[config.mk]
export PLATFORM = sky130hd
export DESIGN_NAME = lpls_top
export DESIGN_NICKNAME = d
export VERILOG_FILES = /design/src/rtl/lpls_pkg.sv /design/src/rtl/lpls_policy.sv /design/src/rtl/lpls_mask_math.sv /design/src/rtl/lpls_top.sv
export SDC_FILE = /design/constraint.sdc
export NUM_CORES = 1
export LEC_CHECK = 0
export ABC_AREA = 0
export BUFFER_PORTS_ARGS = -buffer_cell sky130_fd_sc_hd__buf_4
export CELL_PAD_IN_SITES_DETAIL_PLACEMENT = 0
export CELL_PAD_IN_SITES_GLOBAL_PLACEMENT = 1
export CORE_ASPECT_RATIO = 0.7
export CORE_MARGIN = 1
export CORE_UTILIZATION = 25
export CTS_CLUSTER_DIAMETER = 60
export CTS_CLUSTER_SIZE = 25
export DETAILED_ROUTE_END_ITERATION = 16
export PLACE_DENSITY_LB_ADDON = 0.1
export SYNTH_ARGS = -nofsm -noshare
export SYNTH_HDL_FRONTEND = slang
export SYNTH_HIERARCHICAL = 1
export SYNTH_SLANG_ARGS = --single-unit
[constraint.sdc]
create_clock -name clk -period 1.3 [get_ports clk]
set_input_delay 0.13 -clock clk [delete_from_list [all_inputs] [get_ports clk]]
set_output_delay 0.13 -clock clk [all_outputs]
set_load 0.03 [all_outputs]
[src/rtl/lpls_pkg.sv]
package lpls_pkg;
    localparam int NSPD = 3;
    localparam int SPDW = $clog2(NSPD);

    typedef logic [NSPD-1:0] spd_mask_t;

    localparam spd_mask_t MASK_LOW  = spd_mask_t'(1);
    localparam spd_mask_t MASK_PAIR = spd_mask_t'(3);
    localparam spd_mask_t MASK_ALL  = '1;

    typedef enum logic [2:0] {
        ST_IDLE,
        ST_TRY_10,
        ST_TRY_100,
        ST_TRY_1000,
        ST_LINKED,
        ST_FAIL,
        ST_DIRECT
    } sel_state_t;

    typedef struct packed {
        sel_state_t      state;
        spd_mask_t       adv;
        logic [SPDW-1:0] spd;
        logic            lv;
        logic            go;
    } sel_regs_t;
endpackage

[src/rtl/lpls_policy.sv]
module lpls_policy (
    input  logic pwr_active,
    input  logic cfg_lp_en,
    input  logic nv_lp_en,
    input  logic batt_saver_en,
    output logic lp_on
);
    logic on_active;
    logic on_sleep;

    always_comb begin
        // Active state: battery saver overrides the mode
        on_active = cfg_lp_en & ~batt_saver_en;
        // Non-active states: the stored bit also enables it
        on_sleep  = cfg_lp_en | nv_lp_en;
        lp_on     = pwr_active ? on_active : on_sleep;
    end
endmodule

[src/rtl/lpls_mask_math.sv]
module lpls_mask_math #(
    parameter int N = 3,
    localparam int CW = (N > 1) ? $clog2(N) : 1
) (
    input  logic [N-1:0]  partner,
    input  logic [N-1:0]  adv,
    output logic [N-1:0]  widen,
    output logic [CW-1:0] win_code
);
    logic [N-1:0] common;
    int           low_idx;
    int           top_adv;
    int           top_com;
    int           limit;

    // lowest partner speed, at least the second tier
    always_comb begin
        low_idx = 1;
        for (int i = N - 1; i >= 0; i--) begin
            if (partner[i]) low_idx = i;
        end
        limit = (low_idx < 1) ? 1 : low_idx;
    end

    for (genvar g = 0; g < N; g++) begin : g_widen
        assign widen[g] = (g <= limit);
    end

    // highest shared speed, else highest advertised
    always_comb begin
        common  = adv & partner;
        top_adv = 0;
        top_com = -1;
        for (int i = 0; i < N; i++) begin
            if (adv[i])    top_adv = i;
            if (common[i]) top_com = i;
        end
        win_code = (top_com >= 0) ? CW'(top_com) : CW'(top_adv);
    end
endmodule

[src/rtl/lpls_top.sv]
module lpls_top
    import lpls_pkg::*;
(
    input  logic            clk,
    input  logic            rst_n,
    input  logic            cfg_lp_en,
    input  logic            nv_lp_en,
    input  logic            pwr_active,
    input  logic            batt_saver_en,
    input  logic [NSPD-1:0] cfg_adv,
    input  logic            an_start,
    input  logic            an_done,
    input  logic            an_pass,
    input  logic [NSPD-1:0] partner_abil,
    output logic [NSPD-1:0] adv_mask,
    output logic            try_go,
    output logic [SPDW-1:0] link_speed,
    output logic            link_valid
);
    sel_regs_t       r_d, r_q;
    logic            lp_on;
    spd_mask_t       widen_mask;
    logic [SPDW-1:0] win_code;
    logic            busy;

    lpls_policy u_policy (
        .pwr_active    (pwr_active),
        .cfg_lp_en     (cfg_lp_en),
        .nv_lp_en      (nv_lp_en),
        .batt_saver_en (batt_saver_en),
        .lp_on         (lp_on)
    );

    lpls_mask_math #(.N(NSPD)) u_math (
        .partner  (partner_abil),
        .adv      (r_q.adv),
        .widen    (widen_mask),
        .win_code (win_code)
    );

    always_comb begin
        busy = (r_q.state == ST_TRY_10)   || (r_q.state == ST_TRY_100) ||
               (r_q.state == ST_TRY_1000) || (r_q.state == ST_DIRECT);
    end

    always_comb begin
        r_d    = r_q;
        r_d.go = 1'b0;
        if (an_start) begin
            r_d.lv  = 1'b0;
            r_d.spd = '0;
            r_d.go  = 1'b1;
            if (lp_on) begin
                r_d.state = ST_TRY_10;
                r_d.adv   = MASK_LOW;
            end else begin
                r_d.state = ST_DIRECT;
                r_d.adv   = cfg_adv;
            end
        end else if (an_done && busy) begin
            if (an_pass) begin
                r_d.state = ST_LINKED;
                r_d.lv    = 1'b1;
                r_d.spd   = win_code;
            end else begin
                unique case (r_q.state)
                    ST_TRY_10: begin
                        r_d.adv   = widen_mask;
                        r_d.state = (widen_mask == MASK_PAIR) ? ST_TRY_100 : ST_TRY_1000;
                        r_d.go    = 1'b1;
                    end
                    ST_TRY_100: begin
                        r_d.adv   = MASK_ALL;
                        r_d.state = ST_TRY_1000;
                        r_d.go    = 1'b1;
                    end
                    default: r_d.state = ST_FAIL;
                endcase
            end
        end
    end

    always_ff @(posedge clk or negedge rst_n) begin
        if (!rst_n) begin
            r_q.state <= ST_IDLE;
            r_q.adv   <= '0;
            r_q.spd   <= '0;
            r_q.lv    <= 1'b0;
            r_q.go    <= 1'b0;
        end else begin
            r_q <= r_d;
        end
    end

    assign adv_mask   = r_q.adv;
    assign try_go     = r_q.go;
    assign link_speed = r_q.spd;
    assign link_valid = r_q.lv;

    a_r1_first_low_only: assert property (@(posedge clk) disable iff (!rst_n)
        (an_start && lp_on) |=> (adv_mask == MASK_LOW) && try_go);

    a_r6_passthru: assert property (@(posedge clk) disable iff (!rst_n)
        (an_start && !lp_on) |=> (adv_mask == $past(cfg_adv)) && try_go);

    a_r2_widen_after_low: assert property (@(posedge clk) disable iff (!rst_n)
        (an_done && !an_pass && !an_start && r_q.state == ST_TRY_10)
        |=> adv_mask[0] && adv_mask[1] && try_go);

    a_r7_go_has_cause: assert property (@(posedge clk) disable iff (!rst_n)
        $rose(try_go) |-> $past(an_start) || $past(an_done && !an_pass));

    a_r7_mask_stable: assert property (@(posedge clk) disable iff (!rst_n)
        (!an_start && !an_done) |=> $stable(adv_mask) && !try_go);

    a_r4_pass_links: assert property (@(posedge clk) disable iff (!rst_n)
        (an_done && an_pass && !an_start && busy) |=> link_valid);
endmodule

# Word-level counts from Yosys, hierarchy flattened
# Cells that the tools add are included.
[word_totals]
regBits = 10
in_bits = 15
out_inout_bits = 7
word_cells = 52
[op_classes]
magnitude_cmp = 5
eq_ne = 6
n_mux = 22
n_bitwise = 4
n_reduce_logical = 10
[ops]
columns = ["op", "count"]
rows = [
  ["two-way mux 32 bit", 3],
  ["greater-or-equal comparator 32 x 1 -> 1 bit (second input constant)", 1],
  ["<= comparator 1 x 32 -> 1 bit (first input constant)", 1],
  ["<= comparator 2 x 32 -> 1 bit (first input constant)", 1],
  ["<= comparator 3 x 32 -> 1 bit (first input constant)", 1],
  ["two-way mux 10 bit", 2],
  ["two-way mux 2 bit", 6],
  ["one-hot mux 3 bit (2 select lines)", 2],
  ["== test 3 x 2 -> 1 bit (second input constant)", 3],
  ["two-way mux 3 bit", 3],
  ["two-way mux 6 bit", 1],
  ["two-way mux 1 bit", 5],
  ["nonzero test 2 bit", 2],
  ["bitwise AND 3 bit", 1],
  ["== test 3 x 1 -> 1 bit (second input constant)", 1],
  ["== test 3 bit (second input constant)", 1],
  ["logical OR 1 bit", 3],
  ["AND reduction 3 bit", 1],
  ["nonzero test 3 bit", 1],
  ["less-than comparator 2 x 1 -> 1 bit (second input constant)", 1],
  ["!= test 2 bit (second input constant)", 1],
  ["AND reduction 2 bit", 1],
  ["OR reduction 2 bit", 1],
  ["bitwise AND 1 bit", 1],
  ["3 further kinds", 3],
]

# Longest topological paths before layout
[logic_depth]
word_depth = 12
mapped_depth = 6
mapped_depth_nobuf = 6

# Modules after synthesis
# The synthesis kept the hierarchy.
[modules_own_cells]
columns = ["mod", "n_inst", "cells_per_inst", "area_per_inst_um2"]
rows = [
  ["lpls_top", 1, 58, 613.1],
  ["lpls_mask_math", 1, 9, 61.3],
  ["lpls_policy", 1, 3, 16.3],
]

# Least setup slack after synthesis
# No wires, ideal clock.
[synth_timing]
kind = "reg2reg"
start = "register r_q[7] in the netlist's numbering"
end = "register adv_mask[2] (netlist name)"
setup_time_ns = 0.119
arrival_time_ns = 1.112
t_required_ns = 1.181
path_slack_ns = 0.069
path_stages_with_launch = 6
n_path_buf = 2
cell_sequence = "dfrtp_1 -> buf_6 -> xor2_1 -> a31o_1 -> buf_6 -> o21a_1"
[synth_via]
elab_chain_len = 7
word_cells_on_any_way = 15
[synth_lines]
columns = ["element", "line", "source"]
rows = [
  ["start, declared", "lpls_top.sv:20", "sel_regs_t r_d, r_q;"],
  ["start signal, assigned", "lpls_top.sv:91", "r_q <= r_d;"],
  ["== test 3 x 1 -> 1 bit / == test 3 x 2 -> 1 bit (equally long branches)", "lpls_top.sv:42, lpls_top.sv:66", ""],
  ["logical OR 1 bit (2 in series)", "lpls_top.sv:42", "busy = (r_q.state == ST_TRY_10) || (r_q.state == ST_TRY_100) ||"],
  ["logical OR 1 bit", "lpls_top.sv:43", "(r_q.state == ST_TRY_1000) || (r_q.state == ST_DIRECT);"],
  ["logical AND 1 bit", "lpls_top.sv:60", "end else if (an_done && busy) begin"],
  ["nonzero test 2 bit (no line)", "-", ""],
  ["AND reduction 3 bit (no line)", "-", ""],
]
# Parallel ways exist; a longest one is shown, timed or not. The select of a mux whose other input is x is not followed.
# A chain may end at the register's enable or synchronous reset.

# Worst setup path in the final report
[layout_timing]
start = "register r_q[7] in the netlist's numbering"
end = "register r_q[7] in the netlist's numbering"
[layout_via]
elab_chain_len = 6
word_cells_on_any_way = 13
[layout_lines]
columns = ["element"]
rows = [
  ["branches (longest 6 deep; another with two-way mux 10 bit)"],
]
# Several ways; the timed one is not identified. The select of a mux whose other input is x is not followed.

==> summary by stage <==
Outcome
The flow ran to the end, and the final reports show no timing, DRC or antenna violations.

Placed design
The count of input and output buffers is 21. The detailed-placement wirelength estimate is 1210 microns. Routability-driven placement finished with a final weighted congestion of 0.7496.

OpenSTA, run right after detailed placement, puts the worst setup slack at -0.02281 ns.

Cells and area
The net count reported at finish is 110. The area added between synthesis and finish is 36.59%. The area of the multi-input gates is 370.4 sq um. The combined flip-flop and latch cell area is 254.0 sq um. The number of antenna diodes in the final layout is 0. Cells with a size suffix above 1 make up 48.39% of the layout. The count of filler cells inserted in the layout is 268.

STA
After layout, the minimum clock period comes to roughly 1.2 ns. The final max-slew violation count is 0. The final hold violation count came to 0. The worst clock skew is roughly 0.00026 ns.

The final worst hold slack is 0.1566 ns. For this run, the top clock speed supported by timing is approximately 800 MHz. The post-route fraction of the period consumed by the critical path is a little over nine tenths. Setup slack on the critical path of the routed design comes to ~0.05 ns. The final-report setup violation count is 0. Setup repair after global routing left no endpoint under its margin.

Worst setup path
The worst setup path is launched from a flip-flop. The path type of the worst setup path is reg2reg. The kind of cell with the highest combined delay on the critical path is flip-flops. The critical path ends at r_q[7]. The number of cells on the critical path is 5. The length in cells of the worst reg-to-reg path is 5.

The critical path goes through nand2_2 > buf_4 > nand3b_4 > a311o_1 > a21oi_2. The number of buffers and inverters on the critical path is 1. The critical path starts at r_q[7]. The data arrival at the endpoint of the critical path is about 1.4 ns. The highest fanout seen on the critical path is 8. For the worst setup path, the data required time is 1.45 ns. The capture instance of the worst register-to-register path is r_q[7]. The category of the worst setup path capture point is a flip-flop. The startpoint of the worst-slack reg-to-reg timing path is r_q[7]. The slowest stage of the critical path belongs to the cell dfrtp_2.

The setup slack of the most critical reg-to-reg path is around 0.050 ns. The delay of the slowest cell on the worst path is around 0.47 ns.

Global routing
Global routing consumed, on the met3 layer, roughly 5.3% of the routing resources. The largest net degree at the start of global routing is 12. The initial antenna violation count was 0. The most crowded layer after global routing is met2. For this run, the total global-route usage over all layers was measured as about an eighth.

The total overflow left after global routing is 0. For this run, global-route usage on met1 was measured as around 15%. The met2 global-route usage is between 10% and 20%. The first global-routing pass estimated between 2000 and 2500 microns of wire. The number of global-route vias before repair is between 500 and 600.

Die
The horizontal extent of the die is ~65 microns. 22 I/O pins were placed. The die covers between 2000 and 3000 sq um. The die height is approximately 46 microns. The region available for standard cell placement spans 2534 sq um. The effective utilization at floorplan is between 20% and 30%. The count of standard-cell rows is 15.

Synthesis
The area of the mapped netlist is between 600 and 700 sq um. After technology mapping, the gate count stands at 70. The number of distinct library cells after synthesis is 31. After synthesis, the cell types taking the most area are dfrtp_1, buf_4, a21oi_1.

The synthesized design spends more area on one cell type than any other, namely dfrtp_1. The top-area cell type share of the netlist area is between 30% and 40%. The number of warnings printed during yosys synthesis is 6. After synthesis the netlist holds a flip-flop and latch count of 10. Sequential elements use between 30% and 40% of the synthesized area. A synthesized cell averages roughly 9.9 sq um.

Clocking
Clock-pin slew was measured on the worst setup and hold paths at about 0.04 ns. The later-pin clock latency in the skew report is ~0.23 ns. CTS built an H-tree with a depth of 1. The number of clock buffers added by TritonCTS is 3. The largest buffer count on any clock path is 2. The root buffer cell is clkbuf_8. The clock tree from TritonCTS is yes.

Clock tree synthesis found a total of 10 sinks.

Routing
The first TritonRoute pass finished after 4 iterations. The final routed DRC violation total is 0. Wires add up to 1564 microns. The final routed wire length divided by cell count is ~12 microns. Across all layers, the routed design uses 574 vias. For this block, the initial DRC count from the detailed router was 4. The detail route stage leaves a number of antenna-violating nets equal to 0. The mean number of vias per cell is 4.520.

Min path
The tightest min-delay check is of the in2reg type.

Power
The analysis attributes to cell leakage a power of around 0.43 nW. IR analysis of the VDD net gives a maximum drop of 438.2 uV. Dividing total power by cell area gives a power density of 1097 nW/um^2.

Job
Max-cap violations in this run came to 0.
==> power breakdown <==
group / switching [mW] / internal (mW) / total [mW]
clock: 0.105 / 0.201 / 0.306
combinational: 0.155 / 0.173 / 0.328
sequential: 0.0524 / 0.348 / 0.400
total: 0.312 / 0.722 / 1.03
==> timing repair <==
item | CTS | global route
setup endpoints to repair | 5 | 6
pin swaps | 0 | 4
hold buffers | 1 | 0
endpoints found under the hold margin | 10 | 0
resized for setup | 5 | 3
buffers inserted | 0 | 2
==> state kept, by name, indices dropped and copies added (netlist names) <==
register and flops:
adv_mask 3, r_q 3, link_speed 2, try_go 1, link_valid 1
==> final cells by class <==
| class | instances | area share (%) |
|---|---|---|
| clock buffer | 3 | 4.377 |
| multi-input combinational | 48 | 39.26 |
| sequential | 10 | 26.92 |
| tap | 34 | 4.509 |
| inverter | 2 | 0.7958 |
| timing repair buffer | 30 | 24.14 |
==> how the worst min path moves through the flow <==
stage	startpoint	end	slack [ns]	depth (start not counted)
final	an_start	link_valid	0.16	2
after global routing	an_start	link_valid	0.16	2
after detailed placement	rst_n	r_q[9]	-0.03	1
after global placement	rst_n	r_q[9]	-0.03	1
after floorplan	rst_n	adv_mask[0]	-0.17	0
after CTS	an_start	link_speed[0]	0.16	2
==> logic make-up (layout without fill, tap and decap cells) <==
kind of cell	after synthesis	in the layout	synth area share (%)
other	1	2	0.5430
and+or+nand+nor	18	18	18.30
AOI/OAI and AO/OA	23	23	23.91
xor gates and xnor gates	1	1	1.268
buffers and inverters	13	35	13.77
muxes	3	3	4.348
DFF	10	10	36.23
adders and majority gates	1	1	1.630
==> Yosys cell counts (all sizes together) <==
master / count
inv: 2
xor2: 1
nor2b: 1
dfrtp: 10
a22oi: 1
conb: 1
a21oi: 9
nand4b: 1
a31o: 1
nand3b: 2
a221oi: 1
nor4b: 2
nor2: 6
a22o: 1
a311o: 1
o21a: 5
nor3b: 2
a21boi: 1
buf: 11
maj3: 1
nand2b: 1
nand2: 3
mux2i: 3
o211ai: 1
a211oi: 2
==> per-stage QoR <==
step | power, mW | TNS [ns] | cell area [sq um] | cells | util (%)
6_report | 1.035 | 0 | 943.4 | 127 | 37.23
5_1_grt | 1.091 | 0 | 943.4 | 127 | 37.23
4_1_cts | 1.028 | 0 | 917.1 | 125 | 36.20
3_5_place_dp | 0.7045 | -0.07892 | 852.1 | 121 | 33.63
3_3_place_gp | 0.7050 | -0.1224 | 852.1 | 121 | 33.63
2_1_floorplan | 0.6107 | 0 | 694.4 | 71 | -
==> layout by cell type (no fill, tap or decap), types with 2 or more instances in the layout <==
master	synthesis	routed
o21a_1	5	5
clkbuf_8	0	3
a211oi_1	2	2
a21oi_1	8	8
nor2_1	5	5
mux2i_1	3	3
nand2_1	3	2
buf_4	8	29
conb_1	1	2
inv_1	2	2
dfrtp_2	0	3
dfrtp_1	10	7
==> layer usage <==
metal / up-vias / wire, microns
li1: 289 / -
met1: 271 / 791
met2: 12 / 683
met3: 2 / 77
met4: 0 / 11
met5: - / 0
==> worst register-to-register path, delay by kind of cell (launching register included) <==
family / cells / cell delay [ns]
buffers and inverters: 1 / 0.11
flip-flops: 1 / 0.47
AO/OA/AOI/OAI: 2 / 0.41
AND/OR/NAND/NOR: 2 / 0.19
Note: power is estimated with default switching activity, not from simulation.
